[config.mk]
export PLATFORM = sky130hd
export DESIGN_NAME = irq_alert_ctl
export DESIGN_NICKNAME = d
export VERILOG_FILES = /design/src/rtl/irq_alert_pkg.sv /design/src/rtl/irq_evt_bank.sv /design/src/rtl/irq_pin_ctrl.sv /design/src/rtl/irq_ara_resp.sv /design/src/rtl/irq_alert_ctl.sv
export SDC_FILE = /design/constraint.sdc
export NUM_CORES = 1
export LEC_CHECK = 0
export ABC_CLOCK_PERIOD_IN_PS = 1500
export BUFFER_PORTS_ARGS = -buffer_cell sky130_fd_sc_hd__buf_2
export CORE_MARGIN = 1.5
export CORE_UTILIZATION = 45
export CTS_CLUSTER_DIAMETER = 30
export DETAILED_ROUTE_END_ITERATION = 12
export GPL_TIMING_DRIVEN = 1
export PLACE_DENSITY_LB_ADDON = 0.12
export SYNTH_ARGS = -nofsm -noshare
export SYNTH_HDL_FRONTEND = slang
export SYNTH_SLANG_ARGS = --single-unit
[constraint.sdc]
create_clock -name clk -period 1.5 [get_ports clk]
set_clock_uncertainty 0.15 [all_clocks]
set_input_delay 0.075 -clock clk [delete_from_list [all_inputs] [get_ports clk]]
set_output_delay 0.075 -clock clk [all_outputs]
set_load 0.02 [all_outputs]
[src/rtl/irq_alert_pkg.sv]
package irq_alert_pkg;
  localparam int unsigned    MASK_W      = 8;
  localparam int unsigned    EN_BIT      = 7;
  localparam logic [7:0]     MASK_RESET  = 8'hF4;
  localparam logic [2:0]     ADDR_PREFIX = 3'b010;

  typedef struct packed {
    logic       ack;
    logic [6:0] addr;
  } ara_rsp_t;
endpackage

[src/rtl/irq_evt_bank.sv]
module irq_evt_bank #(
  parameter int unsigned NPORT   = 4,
  parameter int unsigned NCAT    = 7,
  parameter int unsigned SUP_CAT = 6,
  parameter int unsigned SEL_W   = 3
) (
  input  logic                   clk,
  input  logic                   rst_n,
  input  logic [NCAT*NPORT-1:0]  set_i,
  input  logic                   clr_all_i,
  input  logic                   rd_clr_i,
  input  logic [SEL_W-1:0]       rd_sel_i,
  output logic [NCAT*NPORT-1:0]  evt_o,
  output logic [NCAT-1:0]        cat_any_o,
  output logic [NPORT-1:0]       rd_data_o
);
  localparam logic [NPORT-1:0] OSC_FAIL = NPORT'(1);

  for (genvar c = 0; c < NCAT; c++) begin : g_cat
    localparam logic [NPORT-1:0] RST_V = (c == SUP_CAT) ? OSC_FAIL : '0;
    logic [NPORT-1:0] bits_q;
    logic             clr_this;

    // the clear strobe applies to this category if it is global or selected
    assign clr_this = clr_all_i || (rd_clr_i && (rd_sel_i == SEL_W'(c)));

    always_ff @(posedge clk or negedge rst_n) begin
      if (!rst_n) bits_q <= RST_V;
      else        bits_q <= (bits_q & ~{NPORT{clr_this}}) | set_i[c*NPORT +: NPORT];
    end

    assign evt_o[c*NPORT +: NPORT] = bits_q;
    assign cat_any_o[c]            = |bits_q;
  end

  always_comb begin
    rd_data_o = '0;
    for (int c = 0; c < NCAT; c++) begin
      if (rd_sel_i == SEL_W'(c)) rd_data_o = evt_o[c*NPORT +: NPORT];
    end
  end
endmodule

[src/rtl/irq_pin_ctrl.sv]
module irq_pin_ctrl
  import irq_alert_pkg::*;
#(
  parameter int unsigned NPORT = 4,
  parameter int unsigned NCAT  = 7
) (
  input  logic                   clk,
  input  logic                   rst_n,
  input  logic                   mask_we_i,
  input  logic [MASK_W-1:0]      mask_wdata_i,
  input  logic [NCAT-1:0]        cat_any_i,
  input  logic [NCAT*NPORT-1:0]  set_i,
  input  logic                   ara_won_i,
  input  logic                   ara_lost_i,
  output logic [MASK_W-1:0]      mask_o,
  output logic                   irq_n_o
);
  logic [MASK_W-1:0] mask_q;
  logic              quiet_q, quiet_d;
  logic [NCAT-1:0]   cat_en;
  logic [NCAT-1:0]   cat_hit;
  logic              pending, fresh_evt, enable;

  assign cat_en  = mask_q[NCAT-1:0];
  assign enable  = mask_q[EN_BIT];
  assign pending = |(cat_any_i & cat_en);

  for (genvar c = 0; c < NCAT; c++) begin : g_hit
    assign cat_hit[c] = |set_i[c*NPORT +: NPORT];
  end
  assign fresh_evt = |(cat_hit & cat_en);

  assign irq_n_o = !(enable && pending && !quiet_q);
  assign mask_o  = mask_q;

  always_comb begin
    quiet_d = quiet_q;
    if (fresh_evt)                                  quiet_d = 1'b0;
    else if (ara_won_i && !ara_lost_i && !irq_n_o) quiet_d = 1'b1;
    else if (!pending)                             quiet_d = 1'b0;
  end

  always_ff @(posedge clk or negedge rst_n) begin
    if (!rst_n) begin
      mask_q  <= MASK_RESET;
      quiet_q <= 1'b0;
    end else begin
      if (mask_we_i) mask_q <= mask_wdata_i;
      quiet_q <= quiet_d;
    end
  end
endmodule

[src/rtl/irq_ara_resp.sv]
module irq_ara_resp
  import irq_alert_pkg::*;
#(
  parameter int unsigned STRAP_W = 4
) (
  input  logic               clk,
  input  logic               rst_n,
  input  logic               req_i,
  input  logic [STRAP_W-1:0] strap_i,
  input  logic               pin_active_i,
  input  logic               rsp_ready_i,
  output logic               rsp_valid_o,
  output ara_rsp_t           rsp_o
);
  ara_rsp_t rsp_q;
  logic     valid_q;

  always_ff @(posedge clk or negedge rst_n) begin
    if (!rst_n) begin
      valid_q <= 1'b0;
      rsp_q   <= '0;
    end else if (!valid_q) begin
      if (req_i) begin
        valid_q    <= 1'b1;
        rsp_q.ack  <= pin_active_i;
        rsp_q.addr <= {ADDR_PREFIX, strap_i};
      end
    end else if (rsp_ready_i) begin
      valid_q <= 1'b0;
    end
  end

  assign rsp_valid_o = valid_q;
  assign rsp_o       = rsp_q;
endmodule

[src/rtl/irq_alert_ctl.sv]
module irq_alert_ctl
  import irq_alert_pkg::*;
#(
  parameter int unsigned NPORT   = 4,
  parameter int unsigned NCAT    = 7,
  parameter int unsigned SUP_CAT = 6,
  parameter int unsigned STRAP_W = 4,
  localparam int unsigned EVT_W  = NCAT * NPORT,
  localparam int unsigned SEL_W  = $clog2(NCAT)
) (
  input  logic               clk,
  input  logic               rst_n,
  input  logic [EVT_W-1:0]   evt_set,
  input  logic [SEL_W-1:0]   rd_sel,
  input  logic               rd_clr,
  output logic [NPORT-1:0]   rd_data,
  input  logic               clr_int,
  input  logic               mask_we,
  input  logic [7:0]         mask_wdata,
  input  logic [STRAP_W-1:0] strap,
  input  logic               ara_req,
  output logic               rsp_valid,
  input  logic               rsp_ready,
  output logic               rsp_ack,
  output logic [6:0]         rsp_addr,
  input  logic               ara_won,
  input  logic               ara_lost,
  output logic               irq_n
);
  logic [EVT_W-1:0]  evt_vec;
  logic [NCAT-1:0]   cat_any;
  logic [MASK_W-1:0] mask_val;
  ara_rsp_t          rsp;

  irq_evt_bank #(.NPORT(NPORT), .NCAT(NCAT), .SUP_CAT(SUP_CAT), .SEL_W(SEL_W)) u_bank (
    .clk       (clk),
    .rst_n     (rst_n),
    .set_i     (evt_set),
    .clr_all_i (clr_int),
    .rd_clr_i  (rd_clr),
    .rd_sel_i  (rd_sel),
    .evt_o     (evt_vec),
    .cat_any_o (cat_any),
    .rd_data_o (rd_data)
  );

  irq_pin_ctrl #(.NPORT(NPORT), .NCAT(NCAT)) u_pin (
    .clk          (clk),
    .rst_n        (rst_n),
    .mask_we_i    (mask_we),
    .mask_wdata_i (mask_wdata),
    .cat_any_i    (cat_any),
    .set_i        (evt_set),
    .ara_won_i    (ara_won),
    .ara_lost_i   (ara_lost),
    .mask_o       (mask_val),
    .irq_n_o      (irq_n)
  );

  irq_ara_resp #(.STRAP_W(STRAP_W)) u_ara (
    .clk          (clk),
    .rst_n        (rst_n),
    .req_i        (ara_req),
    .strap_i      (strap),
    .pin_active_i (!irq_n),
    .rsp_ready_i  (rsp_ready),
    .rsp_valid_o  (rsp_valid),
    .rsp_o        (rsp)
  );

  assign rsp_ack  = rsp.ack;
  assign rsp_addr = rsp.addr;
endmodule

==> run metrics <==
ys flop type=dfrtp_1; layout cells sized above 1=47.2%; GRT Overall Usage=23.9%; # setup viols final=7; num rows=24; Final Max Tran Viols=0; synth unique cells=35; Core Area=4380 um^2; Residual DRC=0; YS warnings=0; initial core utilization=47.3%; Fill cells=318; post-synth top area share=45.8%; failing checks=negative setup slack; Data arrival, critical path=1650 ps; die width=70.9 um; Hold Vio Cnt, Final=0; power density over cell area=888 nW/um^2; leakage power=1.52 nW; Ports=66; Final #Nets=354; first-pass GRT wire length=9420 um; Chip Height=70.9 um; global route total overflow=0; dpl ws=-198 ps; H-tree Lvls=2; Yosys reg bits=44; Max FO, Critical Path=2; Clock Tree Buf Depth=2; Routed WL=5900 um; Max Freq=533 MHz; max cap viols=0; most frequent cells after synthesis=dfrtp_1, a21o_1, mux2_2; Final period util=125%; Routed WL per cell=16.6 um; Hold Crit Class=in2reg; CTS Buf Count=5; via count of the first global-routing pass=2,055; vias per cell=5.44; Critical Path Sink Type=output pin; Layout area overhead=60.2%; hpwl dp=4140 um; Slew headroom=65.9%; CP startpoint kind=register; Syn Area/Cell=12.6 um^2; largest net degree at the start of global routing=27; initial antenna violation count=0; worst setup margin=-378 ps; RSZ-0062 raised after global routing=yes; peak supply drop=575 uV; setup_tns=-1760 ps; Vias=1,931; drt pass-1 iters=4; Final ANT Viol Nets=0; clock-pin transition on the worst setup and hold timing paths=90 ps; DRT iter0 DRCs=94; critical path type=reg2out; Async S/R FF share, synth=100%; most frequent cell after synthesis=dfrtp_1; Diodes inserted=0; Post-Syn Area=2080 um^2; GPL Wtd Cong=0.867; Synth area leaders=dfrtp_1, mux2_2, a21o_1, dfstp_2, o41ai_1; Worst Hold Margin=2.32 ps; sequential-to-total area share from yosys stat=53.4%; Reg2Reg Setup Slack=-140 ps; outcome=finished, violations left; full die area=5030 um^2; cell count after synthesis=165; Post-synth EDFFs=0; Slew @ Worst Pin=512 ps; CTS Root Cell=clkbuf_8; Data required, critical path=1270 ps; post-synth top area cell=dfrtp_1; CTS Sinks=44; clk_lat worst skew=290 ps; CTS tree=yes; Tmin final=1880 ps; input/output buffers=63
-- registers in the layout (all words and copies together), names as in the netlist --
name,flops
u_pin.quiet_q,1
u_pin.mask_o,8
u_ara.rsp_o,6
u_bank.g_cat.bits_q,28
u_ara.rsp_valid_o,1
-- where the power goes --
| part | internal [mW] | total (mW) | switching [mW] | leakage, nW |
|---|---|---|---|---|
| combinational | 0.448 | 0.819 | 0.371 | 0.999 |
| sequential | 1.31 | 1.40 | 0.0863 | 0.483 |
| clock | 0.333 | 0.732 | 0.399 | 0.0424 |
| total | 2.09 | 2.95 | 0.857 | 1.52 |
-- worst max-delay path, stage by stage (launching register included) --
cell and delay (ps):
dfrtp_1 420, o41ai_4 390, and4_1 290, a21bo_1 140, buf_6 120
-- worst paths after layout --
path	depth (start not counted)	to	from
setup / recovery	4	irq_n	u_bank.g_cat[4].bits_q[2]
min in group asynchronous	2	u_bank.g_cat[2].bits_q[1]	rst_n
hold reg to reg	1	u_ara.rsp_o[5]	u_ara.rsp_o[5]
hold / removal	4	u_pin.quiet_q	evt_set[0]
max in group asynchronous	3	u_bank.g_cat[6].bits_q[0]	rst_n
setup reg to reg	4	u_ara.rsp_o[7]	u_bank.g_cat[6].bits_q[3]
-- final cells by class --
cell class                      count  area [um^2]  area share (%)
Clock inverter                      1         8.76           0.263
Timing Repair Buffer              138         1030            31.1
Clock buffer                        7         76.3            2.29
Tap cell                           52         65.1            1.96
Multi-Input combinational cell    113         1030            31.1
Sequential cell                    44         1110            33.3
-- cell usage in the layout (no fill, tap or decap), drive strengths merged, types with 3 or more instances in the layout --
cell type and n:
o41ai 11, mux2 20, dlygate4sd3 43, o221ai 4, nand2 4, clkbuf 7, dfrtp 38, a31oi 4
nor2b 4, o41a 3, o21a 4, o22ai 4, a21o 28, dfstp 6, buf 95, a21oi 5
a22oi 4
-- kinds of logic (layout without fill, tap and decap cells) --
logic type	count (synthesis)	after routing	share of synthesized area (%)
flops	44	44	53.4
simple gates	20	20	6.27
buf+inv	9	146	2.89
compound gates	70	70	25.9
mux	21	21	11.3
other cells	1	2	0.181
-- timing repair --
item,in CTS,in global routing
hold endpoints to repair,81,0
pin swaps,10,11
resized for setup,19,11
setup buffers,2,6
endpoints found under the setup margin,7,7
hold buffers,43,0
-- metrics by stage --
stage,power (mW),area [um^2],util (%),std cells
2_1_floorplan,1.74,2080,-,166
6_report,2.95,3330,75.9,355
3_3_place_gp,2.02,2610,59.5,298
5_1_grt,3.10,3330,75.9,355
3_5_place_dp,2.05,2610,59.5,298
4_1_cts,2.92,3230,73.6,350
-- metal layers --
metal / vias up / wire, um / GRT usage [%] / share of wire (%)
met2: 48 / 3040 / 43.5 / 52
met5: - / 0 / 0 / 0
met1: 960 / 2590 / 29.6 / 44
met4: 0 / 46 / 4.40 / 0.78
met3: 7 / 217 / 4.84 / 3.7
li1: 916 / - / - / -
Power figures use the tool's default switching activity.
